--- config.mk ---
export PLATFORM = sky130hd
export DESIGN_NAME = wiper_bank
export DESIGN_NICKNAME = d
export VERILOG_FILES = /design/src/rtl/wiper_bank_pkg.sv /design/src/rtl/wb_ctrl.sv /design/src/rtl/wb_dpath.sv /design/src/rtl/wiper_bank.sv
export SDC_FILE = /design/constraint.sdc
export NUM_CORES = 1
export LEC_CHECK = 0
export ABC_AREA = 1
export BUFFER_PORTS_ARGS = -buffer_cell sky130_fd_sc_hd__buf_2
export CAP_MARGIN = 20
export CORE_MARGIN = 5
export CORE_UTILIZATION = 36
export DETAILED_ROUTE_END_ITERATION = 16
export PLACE_DENSITY = 0.54
export SLEW_MARGIN = 20
export SYNTH_ARGS = -nofsm -noshare
export SYNTH_HDL_FRONTEND = slang
export SYNTH_HIERARCHICAL = 1
export SYNTH_SLANG_ARGS = --single-unit
--- constraint.sdc ---
create_clock -name clk -period 3.3 [get_ports clk]
set_input_delay 0.33 -clock clk [delete_from_list [all_inputs] [get_ports clk]]
set_output_delay 0.33 -clock clk [all_outputs]
set_load 0.1 [all_outputs]
--- src/rtl/wiper_bank_pkg.sv ---
package wiper_bank_pkg;

  typedef enum logic [2:0] {
    OP_RD_WIPER = 3'd0,
    OP_WR_WIPER = 3'd1,
    OP_RD_BACK  = 3'd2,
    OP_WR_BACK  = 3'd3,
    OP_LOAD     = 3'd4,
    OP_STORE    = 3'd5,
    OP_STEP_UP  = 3'd6,
    OP_STEP_DN  = 3'd7
  } op_e;

  // strobes from control to datapath, already qualified by refusal logic
  typedef struct packed {
    logic wrWiper;
    logic loadWiper;
    logic stepUp;
    logic stepDn;
    logic wrBack;
    logic storeBack;
    logic rdWiper;
    logic rdBack;
  } strobe_t;

endpackage

--- src/rtl/wb_ctrl.sv ---
module wb_ctrl
  import wiper_bank_pkg::*;
#(
  parameter int WR_CYCLES = 1000000,
  localparam int BCW = $clog2(WR_CYCLES + 1)
) (
  input  logic       clk,
  input  logic       rstN,
  input  logic       cmdValid,
  input  logic [2:0] cmdOp,
  input  logic       wrProtN,
  output strobe_t    stb,
  output logic       busy,
  output logic       cmdErr
);

  op_e op;
  logic isBackWr;
  logic refuse;
  logic [BCW-1:0] busyCnt;

  assign op       = op_e'(cmdOp);
  assign isBackWr = cmdValid && (op == OP_WR_BACK || op == OP_STORE);
  assign refuse   = isBackWr && (!wrProtN || busy);
  assign busy     = (busyCnt != '0);

  always_comb begin
    stb = '0;
    if (cmdValid && rstN) begin
      unique case (op)
        OP_RD_WIPER: stb.rdWiper   = 1'b1;
        OP_WR_WIPER: stb.wrWiper   = 1'b1;
        OP_RD_BACK:  stb.rdBack    = 1'b1;
        OP_WR_BACK:  stb.wrBack    = !refuse;
        OP_LOAD:     stb.loadWiper = 1'b1;
        OP_STORE:    stb.storeBack = !refuse;
        OP_STEP_UP:  stb.stepUp    = 1'b1;
        OP_STEP_DN:  stb.stepDn    = 1'b1;
        default:     stb = '0;
      endcase
    end
  end

  // program-cycle timer: counts system clocks of the slow backing write
  always_ff @(posedge clk) begin
    if (!rstN) begin
      busyCnt <= '0;
      cmdErr  <= 1'b0;
    end else begin
      cmdErr <= refuse;
      if (isBackWr && !refuse)
        busyCnt <= BCW'(WR_CYCLES);
      else if (busy)
        busyCnt <= busyCnt - BCW'(1);
    end
  end

endmodule

--- src/rtl/wb_dpath.sv ---
module wb_dpath
  import wiper_bank_pkg::*;
#(
  parameter int NUM_CH   = 4,
  parameter int NUM_BACK = 4,
  parameter int DW       = 8,
  localparam int CHW = $clog2(NUM_CH),
  localparam int SLW = $clog2(NUM_BACK)
) (
  input  logic                 clk,
  input  logic                 rstN,
  input  strobe_t              stb,
  input  logic [CHW-1:0]       cmdChan,
  input  logic [SLW-1:0]       cmdSel,
  input  logic [DW-1:0]        cmdData,
  output logic                 rdValid,
  output logic [DW-1:0]        rdData,
  output logic [NUM_CH*DW-1:0] wiperOut
);

  logic [NUM_CH-1:0][DW-1:0] wiperVec;
  logic [NUM_CH-1:0][DW-1:0] backVec;

  for (genvar c = 0; c < NUM_CH; c++) begin : g_ch
    logic [DW-1:0] wiperQ;
    logic [DW-1:0] backReg [NUM_BACK];
    logic hit;

    assign hit = (cmdChan == CHW'(c));

    // wiper: recall on reset, then direct, parallel or stepped update
    always_ff @(posedge clk) begin
      if (!rstN)
        wiperQ <= backReg[0];
      else if (hit) begin
        if (stb.wrWiper)
          wiperQ <= cmdData;
        else if (stb.loadWiper)
          wiperQ <= backReg[cmdSel];
        else if (stb.stepUp && wiperQ != '1)
          wiperQ <= wiperQ + DW'(1);
        else if (stb.stepDn && wiperQ != '0)
          wiperQ <= wiperQ - DW'(1);
      end
    end

    // backing storage carries no reset: it models persistent cells
    always_ff @(posedge clk) begin
      if (rstN && hit) begin
        if (stb.wrBack)
          backReg[cmdSel] <= cmdData;
        else if (stb.storeBack)
          backReg[cmdSel] <= wiperQ;
      end
    end

    assign wiperVec[c] = wiperQ;
    assign backVec[c]  = backReg[cmdSel];
  end

  always_ff @(posedge clk) begin
    if (!rstN) begin
      rdValid <= 1'b0;
      rdData  <= '0;
    end else begin
      rdValid <= stb.rdWiper || stb.rdBack;
      if (stb.rdWiper)
        rdData <= wiperVec[cmdChan];
      else if (stb.rdBack)
        rdData <= backVec[cmdChan];
    end
  end

  assign wiperOut = wiperVec;

endmodule

--- src/rtl/wiper_bank.sv ---
module wiper_bank
  import wiper_bank_pkg::*;
#(
  parameter int NUM_CH    = 4,
  parameter int NUM_BACK  = 4,
  parameter int DW        = 8,
  parameter int WR_CYCLES = 1000000,
  localparam int CHW = $clog2(NUM_CH),
  localparam int SLW = $clog2(NUM_BACK)
) (
  input  logic                 clk,
  input  logic                 rstN,
  input  logic                 cmdValid,
  input  logic [2:0]           cmdOp,
  input  logic [CHW-1:0]       cmdChan,
  input  logic [SLW-1:0]       cmdSel,
  input  logic [DW-1:0]        cmdData,
  input  logic                 wrProtN,
  output logic                 busy,
  output logic                 cmdErr,
  output logic                 rdValid,
  output logic [DW-1:0]        rdData,
  output logic [NUM_CH*DW-1:0] wiperOut
);

  strobe_t stb;

  wb_ctrl #(.WR_CYCLES(WR_CYCLES)) u_ctrl (
    .clk(clk), .rstN(rstN), .cmdValid(cmdValid), .cmdOp(cmdOp),
    .wrProtN(wrProtN), .stb(stb), .busy(busy), .cmdErr(cmdErr)
  );

  wb_dpath #(.NUM_CH(NUM_CH), .NUM_BACK(NUM_BACK), .DW(DW)) u_dpath (
    .clk(clk), .rstN(rstN), .stb(stb), .cmdChan(cmdChan), .cmdSel(cmdSel),
    .cmdData(cmdData), .rdValid(rdValid), .rdData(rdData), .wiperOut(wiperOut)
  );

endmodule

==> results.tsv, run 1 <==
metric	value	unit
clockBufferDepth	2	
placed_area	0.0119	mm2
drive_gt1_frac	0.130	
yosysUniqueCellTypes	38	
crit_chain	inv_1, ha_1, nand2_2, nor2_4, nand3_4, clkinv_2, nand2_1, nand2_1, nand2_1, nor2_1, inv_1, nor2_1, inv_1, nor3_4, buf_4, o21ai_0	
critical-path-top-delay-family	simple AND/OR/NAND/NOR gates	
fp-row-count	63	
first_pass_iters	5	
rr_startpoint	u_ctrl/busyCnt[0]	
fin_skew	0.0135	ns
r2r_setup_slack	0.31	ns
relSlewSlack	0.335	
synth_enable_flop_cells	160	
ctsResizeCount	0	
ys_warn_count	6	
hold_viol	0	
period_needed	2.99	ns
hp-class	input port to register	
netlist_area	0.0108	mm2
drv_cap	0	
period_share	0.905	
antenna_found_initial	1	
min-delay-start	wrProtN	
ys_ff_latch	190	
synth_nets	1385	
clk_pin_slew	0.06	ns
synth.avg_cell_area	8.13	um2
drtAntennaViolNets	0	
cts_made_buffers	17	
critPathMaxStageDelay	0.33	ns
finalWirelength	37400	um
cp.buffers_inverters	5	
critPathSlowestCell	dfxtp_1	
tns	0	ns
async_flop_share	0	
crit_arrival	3.12	ns
area_growth	15.2	%
power_density	586	mW/mm2
post-route-util	0.420	
dieArea	0.0337	mm2
cts_sinks	190	
drtIter0Drc	1243	
cts_tree	yes	
drv_slew	0	
grt_max_degree	31	
nNetsFinal	1485	
drc	0	
cp.required	3.43	ns
grt_usage	0.220	
path_max_fanout	16	
port_buffers	61	
critPathKind	register to register	
ys.flop_type	edfxtp_1	
ys_top_cells_by_count	nand2_1 (480), edfxtp_1 (160), inv_1 (124), nor2_1 (115), nand3_1 (93)	
start_util	0.365	
yosysTopAreaCell	edfxtp_1	
htree_levels	4	
synth_top_area_share	0.443	
synth_most_common_cell	nand2_1	
fin_area	0.0125	mm2
p_total	7.31	mW
cp-start-kind	register	
worst_pin_slew	0.990	ns
die_h	183	um
die-width	183	um
cp-end-kind	register	
cp-startpoint	u_ctrl/busyCnt[0]	
ys_seq_area_frac	0.499	
clk_latency	0.44	ns
ios	62	
cts_root_buf	clkbuf_16	
place_congestion	0.917	
synth.top_cells.by_area	edfxtp_1 (44%), nand2_1 (17%), dfxtp_1 (5.5%), nand3_1 (4.3%), inv_1 (4.3%)	
status	finished clean	
grt_pass1_vias	8701	
setup-violations-final	0	
hold_slack	0.253	ns
core	0.0297	mm2
fmax	335	MHz
n_antenna_cell	0	
p_leak	5.42	nW
grt_pass1_wl	55400	um
netlist_instances	1333	
ir_worst_vdd	311	uV
wl_per_cell	20.4	um
num_vias	9743	
ctsHoldBuffers	0	
grt-ovfl-total	0	
cts_setup_buffers	0	
avgViaCountPerCell	5.31	
grt_setup_unrepaired	false	
post-dp-hpwl	27900	um
-- logic make-up after synthesis --
kind of cell,synth area share
simple gates,0.293
flops,0.499
compound gates,0.0910
buf+inv,0.0666
fa+ha+maj,0.0409
xor+xnor,0.00970
-- worst register-to-register path: cells and delay by family (launching register included) --
family / cells / cell delay (ns)
and+or+nand+nor: 9 / 1.16
buffers and inverters: 5 / 0.72
DFF: 1 / 0.33
adders and majority gates: 1 / 0.29
AOI/OAI and AO/OA: 1 / 0.18
-- power breakdown --
| part | total, mW | switching (mW) | internal [mW] |
|---|---|---|---|
| Combinational | 2.19 | 1.54 | 0.652 |
| Sequential | 2.92 | 0.156 | 2.76 |
| Clock | 2.20 | 0.922 | 1.27 |
-- worst paths after layout --
path                                                 endpoint  cells after the start
worst min register to register              u_dpath/rdData[3]                      2
worst min-delay path                            u_ctrl/cmdErr                      4
worst max register to register  u_dpath/g_ch[2].backReg[3][1]                     16
worst max-delay path            u_dpath/g_ch[2].backReg[3][1]                     16
-- metal layers --
layer / up-vias / track usage / wire length [um]
met5: - / 0 / 7
met4: 2 / 0.0676 / 1070
met3: 71 / 0.0352 / 3280
met2: 475 / 0.337 / 16500
met1: 4570 / 0.320 / 16600
li1: 4625 / - / -
-- cell type report --
class                   count  area [um2]
clock buffers              18         429
clock inverters            12         185
fillers                  2930       17200
inverters                 129         485
multi-input cells         973        4710
flip-flops and latches    190        5410
well taps                 390         488
repair buffers            122         776
-- metrics by stage --
step,instances,worst slack (ns)
after global placement,1804,0.440
final,1834,0.315
after floorplan,1333,0.394
after CTS,1834,0.334
after detailed placement,1804,0.357
after global routing,1834,0.0136
-- flip-flops by register name, summed over array words and instances (netlist names) --
register and flops:
u_dpath/g_ch.wiperQ 32, u_ctrl/cmdErr 1, u_ctrl/busyCnt 20, u_dpath/rdValid 1, u_dpath/g_ch.backReg 128, u_dpath/rdData 8
-- placed cells by master, fill, tap and decap left out, types with 29 or more instances in the layout --
cell,n
nand2_1,480
edfxtp_1,160
inv_1,124
nor2_1,115
nand3_1,93
a21oi_1,73
buf_2,61
buf_4,60
o21ai_0,55
dfxtp_1,30
ha_1,29
Note: power is estimated with default switching activity, not from simulation.
==> run 2: changes to the inputs <==
--- a/config.mk
+++ b/config.mk
@@ -15,5 +15,4 @@
 export SLEW_MARGIN = 20
 export SYNTH_ARGS = -nofsm -noshare
 export SYNTH_HDL_FRONTEND = slang
-export SYNTH_HIERARCHICAL = 1
 export SYNTH_SLANG_ARGS = --single-unit
==> run 2 against run 1 <==
First-iteration DRC count down 28%. Sequential power fell by 2%. Maximum frequency down 0.37%. Via count fell by 2.6%. Total power shrank 6.6%. Count of clock-buffer cells in the layout shrank 1. Wire length shrank 4.5%.
==> results.tsv, run 2 <==
metric	value	unit	change
clk_latency	0.44	ns	about the same
port_buffers	61		unchanged
grt_pass1_wl	53900	um	was 55,400 um
post-dp-hpwl	26400	um	was 27,900 um
regArea	0.00541	mm2	unchanged
core	0.0298	mm2	was 0.0297 mm2
final_cell_mix	nand2_1 (400), edfxtp_1 (160), inv_1 (112), nand3_1 (112), nor2_1 (100)		was nand2_1 (480), edfxtp_1 (160), inv_1 (124)
relSlewSlack	0.252		was 0.335
crit_chain	inv_1, ha_1, nand2_2, nor2_2, nand2_2, nor2_4, inv_1, buf_2		was inv_1, ha_1, nand2_2, nor2_4, nand3_4, clkinv_2, nand2_1, nand2_1, nand2_1, nor2_1, inv_1, nor2_1, inv_1, nor3_4, buf_4, o21ai_0
ys_seq_area_frac	0.494		was 0.499
period_needed	3.00	ns	was 2.99 ns
crit_cells	8		was 16
cts_root_buf	clkbuf_16		unchanged
first_pass_iters	5		unchanged
drc	0		unchanged
critPathKind	register to output pin		was register to register
status	finished clean		unchanged
netlist_instances	1303		was 1,333
ys_warn_count	0		was 6
cp.buffers_inverters	3		was 5
cp-startpoint	u_ctrl.busyCnt[0]		was u_ctrl/busyCnt[0]
n_antenna_cell	0		unchanged
die_h	184	um	was 183 um
p_clk_frac	0.310		was 0.300
grt-ovfl-total	0		unchanged
yosysUniqueCellTypes	39		was 38
grt_usage	0.211		was 0.220
fmax	334	MHz	was 335 MHz
r2r_setup_slack	0.63	ns	was 0.31 ns
seqPwrFrac	0.417		was 0.399
drv_slew	0		unchanged
synth.top_cells.by_area	edfxtp_1 (44%), nand2_1 (14%), dfxtp_1 (5.5%), nand3_1 (5.1%), inv_1 (3.8%)		was edfxtp_1 (44%), nand2_1 (17%), dfxtp_1 (5.5%), nand3_1 (4.3%), inv_1 (4.3%)
post-route-util	0.417		was 0.420
ys.flop_type	edfxtp_1		unchanged
ios	62		unchanged
grt_pass1_vias	8751		was 8,701
die-width	184	um	was 183 um
nNetsFinal	1428		was 1,485
cts_made_buffers	17		unchanged
crit_arrival	2.67	ns	was 3.12 ns
critPathSlowestCell	buf_2		was dfxtp_1
hold_viol	0		unchanged
htree_levels	4		unchanged
synth_most_common_cell	nand2_1		unchanged
period_share	0.908		was 0.905
netlist_area	0.0109	mm2	was 0.0108 mm2
dpl.cell_count	1747		was 1,804
dieArea	0.0340	mm2	was 0.0337 mm2
placed_area	0.0118	mm2	was 0.0119 mm2
grt_setup_unrepaired	false		unchanged
yosysTopAreaCell	edfxtp_1		unchanged
crit_path_end	busy		was u_dpath/g_ch[2].backReg[3][1]
start_util	0.367		was 0.365
ctsResizeCount	0		unchanged
tns	0	ns	unchanged
fin_skew	0.0132	ns	was 0.0135 ns
cp-end-kind	output pin		was register
area_growth	13.6	%	was 15.2%
fp-row-count	63		unchanged
top_register	u_dpath.g_ch.backReg		was u_dpath/g_ch.backReg
worstRegToRegCells	10		was 16
drive_gt1_frac	0.147		was 0.130
worst_hold_path.num_cells	2		was 4
hp-class	input port to register		unchanged
cts_sinks	190		unchanged
stdcell_count	1779		was 1,834
p_leak	5.20	nW	was 5.42 nW
avgViaCountPerCell	5.33		was 5.31
power.switching	2.48	mW	was 2.62 mW
ir_worst_vdd	311	uV	about the same
cts_tree	yes		unchanged
clockBufferDepth	2		unchanged
synth.avg_cell_area	8.39	um2	was 8.13 um2
largest_register_ffs	128		unchanged
hold_slack	0.211	ns	was 0.253 ns
synth_nets	1355		was 1,385
rr_startpoint	u_dpath.g_ch[0].wiperQ[5]		was u_ctrl/busyCnt[0]
grt_max_degree	40		was 31
clk_pin_slew	0.08	ns	was 0.06 ns
critPathMaxStageDelay	0.40	ns	was 0.33 ns
drtIter0Drc	890		was 1,243
synth_enable_flop_cells	160		unchanged
power_density	549	mW/mm2	was 586 mW/mm2
setup-violations-final	0		unchanged
ys_top_cells_by_count	nand2_1 (400), edfxtp_1 (160), inv_1 (112), nand3_1 (112), nor2_1 (100)		was nand2_1 (480), edfxtp_1 (160), inv_1 (124), nor2_1 (115), nand3_1 (93)
critical-path-top-delay-family	buffers and inverters		was simple AND/OR/NAND/NOR gates
worst_pin_slew	1.12	ns	was 0.990 ns
r2r_end	u_dpath.g_ch[0].wiperQ[5]		was u_dpath/g_ch[2].backReg[3][1]
cts_setup_buffers	0		unchanged
fin_area	0.0124	mm2	was 0.0125 mm2
p_int	4.35	mW	was 4.68 mW
top_regs	u_dpath.g_ch.backReg (128), u_dpath.g_ch.wiperQ (32), u_ctrl.busyCnt (20)		was u_dpath/g_ch.backReg (128), u_dpath/g_ch.wiperQ (32), u_ctrl/busyCnt (20)
async_flop_share	0		unchanged
place_congestion	0.928		was 0.917
antenna_found_initial	0		was 1
drtAntennaViolNets	0		unchanged
switching_share	0.363		was 0.359
ys_ff_latch	190		unchanged
drv_cap	0		unchanged
finalWirelength	35800	um	was 37,400 um
ctsHoldBuffers	0		unchanged
n_fill_cell	3025		was 2,930
synth_top_area_share	0.439		was 0.443
num_vias	9487		was 9,743
cp.required	2.97	ns	was 3.43 ns
p_comb_frac	0.273		was 0.300
wl_per_cell	20.1	um	was 20.4 um
multi_input_area	0.00485	mm2	was 0.00471 mm2
final_common_cell	nand2_1		unchanged
path_max_fanout	15		was 16
cp-start-kind	register		unchanged
==> run 2: power by group through the flow <==
stage / logic, mW / clock network, mW / registers, mW
floorplan: 1.18 / 0 / 3.11
global placement: 1.84 / 0 / 2.90
detailed placement: 1.85 / 0 / 2.90
finish: 1.86 / 2.11 / 2.85
CTS: 1.86 / 2.15 / 2.84
global route: 2.05 / 2.24 / 2.86
==> run 2: layout make-up <==
class | count | share of cell area
clock inverters | 15 | 0.0145
inverters | 117 | 0.0354
repair buffers | 103 | 0.0510
clock buffers | 17 | 0.0343
multi-input cells | 947 | 0.390
well taps | 390 | 0.0393
flip-flops and latches | 190 | 0.435
==> run 2: through the flow <==
| stage | power [mW] | worst slack, ns |
|---|---|---|
| 5_1_grt | 7.15 | 0.113 |
| 2_1_floorplan | 4.29 | 0.468 |
| 4_1_cts | 6.85 | 0.246 |
| 3_3_place_gp | 4.73 | 0.333 |
| 6_report | 6.82 | 0.304 |
| 3_5_place_dp | 4.75 | 0.255 |
==> run 2: worst min path at each step <==
stage,from,to
3_3_place_gp,u_dpath.rdData[1],u_dpath.rdData[1]
3_5_place_dp,u_dpath.rdData[6],u_dpath.rdData[6]
4_1_cts,cmdOp[0],u_dpath.rdValid
2_1_floorplan,u_ctrl.busyCnt[0],u_ctrl.busyCnt[0]
6_report,cmdOp[0],u_dpath.rdValid
5_1_grt,cmdOp[0],u_dpath.rdValid
==> run 2: logic make-up (layout without fill, tap and decap cells) <==
logic type | count (synthesis) | in the layout | synth area share
fa+ha+maj | 33 | 33 | 0.0405
xor+xnor | 11 | 11 | 0.00881
simple gates | 699 | 699 | 0.280
buf+inv | 166 | 252 | 0.0624
flops | 190 | 190 | 0.494
compound gates | 204 | 204 | 0.114
==> run 2: metal layers <==
layer,share of wire,global-route usage,vias to the layer above,wire (um)
li1,-,-,4571,-
met1,0.45,0.305,4469,16100
met2,0.44,0.315,388,15600
met3,0.085,0.0495,59,3040
met4,0.028,0.0654,0,988
met5,0,0,-,0
==> run 3: changes to the inputs <==
--- a/config.mk
+++ b/config.mk
@@ -8,10 +8,12 @@
 export ABC_AREA = 1
 export BUFFER_PORTS_ARGS = -buffer_cell sky130_fd_sc_hd__buf_2
 export CAP_MARGIN = 20
+export CELL_PAD_IN_SITES_DETAIL_PLACEMENT = 0
+export CELL_PAD_IN_SITES_GLOBAL_PLACEMENT = 1
 export CORE_MARGIN = 5
 export CORE_UTILIZATION = 36
 export DETAILED_ROUTE_END_ITERATION = 16
-export PLACE_DENSITY = 0.54
+export PLACE_DENSITY = 0.66
 export SLEW_MARGIN = 20
 export SYNTH_ARGS = -nofsm -noshare
 export SYNTH_HDL_FRONTEND = slang
==> run 3 against run 2 <==
Sequential share of layout area fell by 0.19 points. Die area unchanged. Setup slack improved by 0.33 ns. Sequential power about the same. Register-to-register slack better by 0.06 ns. Critical path type unchanged. Largest cell class unchanged.
==> results.tsv, run 3 (synthesized netlist as in run 2, its figures left out) <==
metric	value	unit	change
pre_cts_ws	0.516	ns	was 0.255 ns
n_fill_cell	3048		was 3,025
seqPwrFrac	0.416		was 0.417
switching_share	0.364		was 0.363
drc	0		unchanged
r2r_end	u_dpath.g_ch[2].wiperQ[6]		was u_dpath.g_ch[0].wiperQ[5]
hold_slack	0.254	ns	was 0.211 ns
area_growth	14.1	%	was 13.6%
n_antenna_cell	0		unchanged
fin_skew	0.0141	ns	was 0.0132 ns
grt_pass1_vias	8864		was 8,751
fp-row-count	63		unchanged
grt_max_degree	42		was 40
die-width	184	um	unchanged
num_vias	9422		was 9,487
p_clk_frac	0.306		was 0.310
clk_pin_slew	0.07	ns	was 0.08 ns
worstRegToRegCells	12		was 10
drtIter0Drc	858		was 890
cts_made_buffers	17		unchanged
antenna_found_initial	0		unchanged
grt_usage	0.218		was 0.211
setup-violations-final	0		unchanged
status	finished clean		unchanged
p_leak	5.25	nW	was 5.20 nW
cp-startpoint	u_ctrl.busyCnt[0]		unchanged
cts_root_buf	clkbuf_16		unchanged
top_register	u_dpath.g_ch.backReg		unchanged
top_regs	u_dpath.g_ch.backReg (128), u_dpath.g_ch.wiperQ (32), u_ctrl.busyCnt (20)		unchanged
tns	0	ns	unchanged
hp-class	input port to register		unchanged
power_density	548	mW/mm2	was 549 mW/mm2
core	0.0298	mm2	unchanged
cts_sinks	190		unchanged
crit_arrival	2.34	ns	was 2.67 ns
dpl.cell_count	1758		was 1,747
post-route-util	0.419		was 0.417
htree_levels	4		unchanged
grt-ovfl-total	0		unchanged
ctsHoldBuffers	0		unchanged
port_buffers	61		unchanged
cp-end-kind	output pin		unchanged
cts_tree	yes		unchanged
first_pass_iters	8		was 5
ios	62		unchanged
grt_setup_unrepaired	false		unchanged
drv_slew	0		unchanged
avgViaCountPerCell	5.26		was 5.33
crit_path_end	busy		unchanged
critPathKind	register to output pin		unchanged
dieArea	0.0340	mm2	unchanged
drive_gt1_frac	0.154		was 0.147
path_max_fanout	10		was 15
cp.required	2.97	ns	about the same
fmax	375	MHz	was 334 MHz
place_congestion	0.949		was 0.928
ctsResizeCount	0		unchanged
clk_latency	0.44	ns	about the same
p_int	4.35	mW	about the same
die_h	184	um	unchanged
final_common_cell	nand2_1		unchanged
ir_worst_vdd	354	uV	was 311 uV
finalWirelength	37100	um	was 35,800 um
p_comb_frac	0.278		was 0.273
wl_per_cell	20.7	um	was 20.1 um
worst_pin_slew	1.21	ns	was 1.12 ns
clockBufferDepth	2		unchanged
nNetsFinal	1439		was 1,428
min-delay-start	cmdOp[0]		unchanged
grt_pass1_wl	55500	um	was 53,900 um
post-dp-hpwl	26800	um	was 26,400 um
largest_register_ffs	128		unchanged
final_cell_mix	nand2_1 (400), edfxtp_1 (160), inv_1 (112), nand3_1 (112), nor2_1 (100)		unchanged
rr_startpoint	u_dpath.g_ch[2].wiperQ[5]		was u_dpath.g_ch[0].wiperQ[5]
power.switching	2.49	mW	was 2.48 mW
drtAntennaViolNets	0		unchanged
finalWorstSetupSlack	0.634	ns	was 0.304 ns
r2r_setup_slack	0.69	ns	was 0.63 ns
drv_cap	0		unchanged
cts_setup_buffers	0		unchanged
cp-start-kind	register		unchanged
relSlewSlack	0.186		was 0.252
period_needed	2.67	ns	was 3.00 ns
start_util	0.367		unchanged
stdcell_count	1790		was 1,779
period_share	0.808		was 0.908
hold_viol	0		unchanged
[run 3: area by class of cell]
class / count / area (um2) / area share
flip-flops and latches: 190 / 5410 / 0.433
multi-input cells: 947 / 4850 / 0.389
repair buffers: 114 / 703 / 0.0564
well taps: 390 / 488 / 0.0391
clock buffers: 19 / 464 / 0.0372
inverters: 117 / 439 / 0.0352
clock inverters: 13 / 121 / 0.00973
[run 3: power groups by stage]
stage | clock, mW | combinational (mW) | sequential (mW)
3_3_place_gp | 0 | 1.89 | 2.89
2_1_floorplan | 0 | 1.18 | 3.11
3_5_place_dp | 0 | 1.90 | 2.90
6_report | 2.09 | 1.90 | 2.84
4_1_cts | 2.12 | 1.91 | 2.84
5_1_grt | 2.21 | 2.10 | 2.86
[run 3: worst min-delay path by stage]
stage	to	slack [ns]	cells past startpoint
2_1_floorplan	u_ctrl.busyCnt[0]	0.45	2
5_1_grt	u_dpath.rdValid	0.27	2
6_report	u_dpath.rdValid	0.25	2
3_3_place_gp	u_dpath.rdData[0]	0.45	2
4_1_cts	u_dpath.rdValid	0.22	2
3_5_place_dp	u_dpath.rdData[2]	0.46	2
[run 3: routing by layer]
layer | global-route usage | vias up | part of all wire
met5 | 0 | - | 0
li1 | - | 4593 | -
met1 | 0.320 | 4464 | 0.46
met3 | 0.0336 | 32 | 0.073
met4 | 0.0518 | 0 | 0.016
met2 | 0.341 | 333 | 0.45
[run 3: worst max-delay path, cell delays in order, from the launching register on]
cell and delay, ns:
dfxtp_1 0.33, inv_1 0.14, ha_1 0.33, nand2_2 0.14, nor2_2 0.19, nand2_2 0.10
nor2_4 0.12, buf_4 0.20, inv_1 0.07, buf_2 0.29
[run 3: through the flow]
stage / total power, mW / instance area (um2)
2_1_floorplan: 4.29 / 10900
3_3_place_gp: 4.78 / 11900
3_5_place_dp: 4.79 / 11900
4_1_cts: 6.86 / 12500
5_1_grt: 7.17 / 12500
6_report: 6.84 / 12500
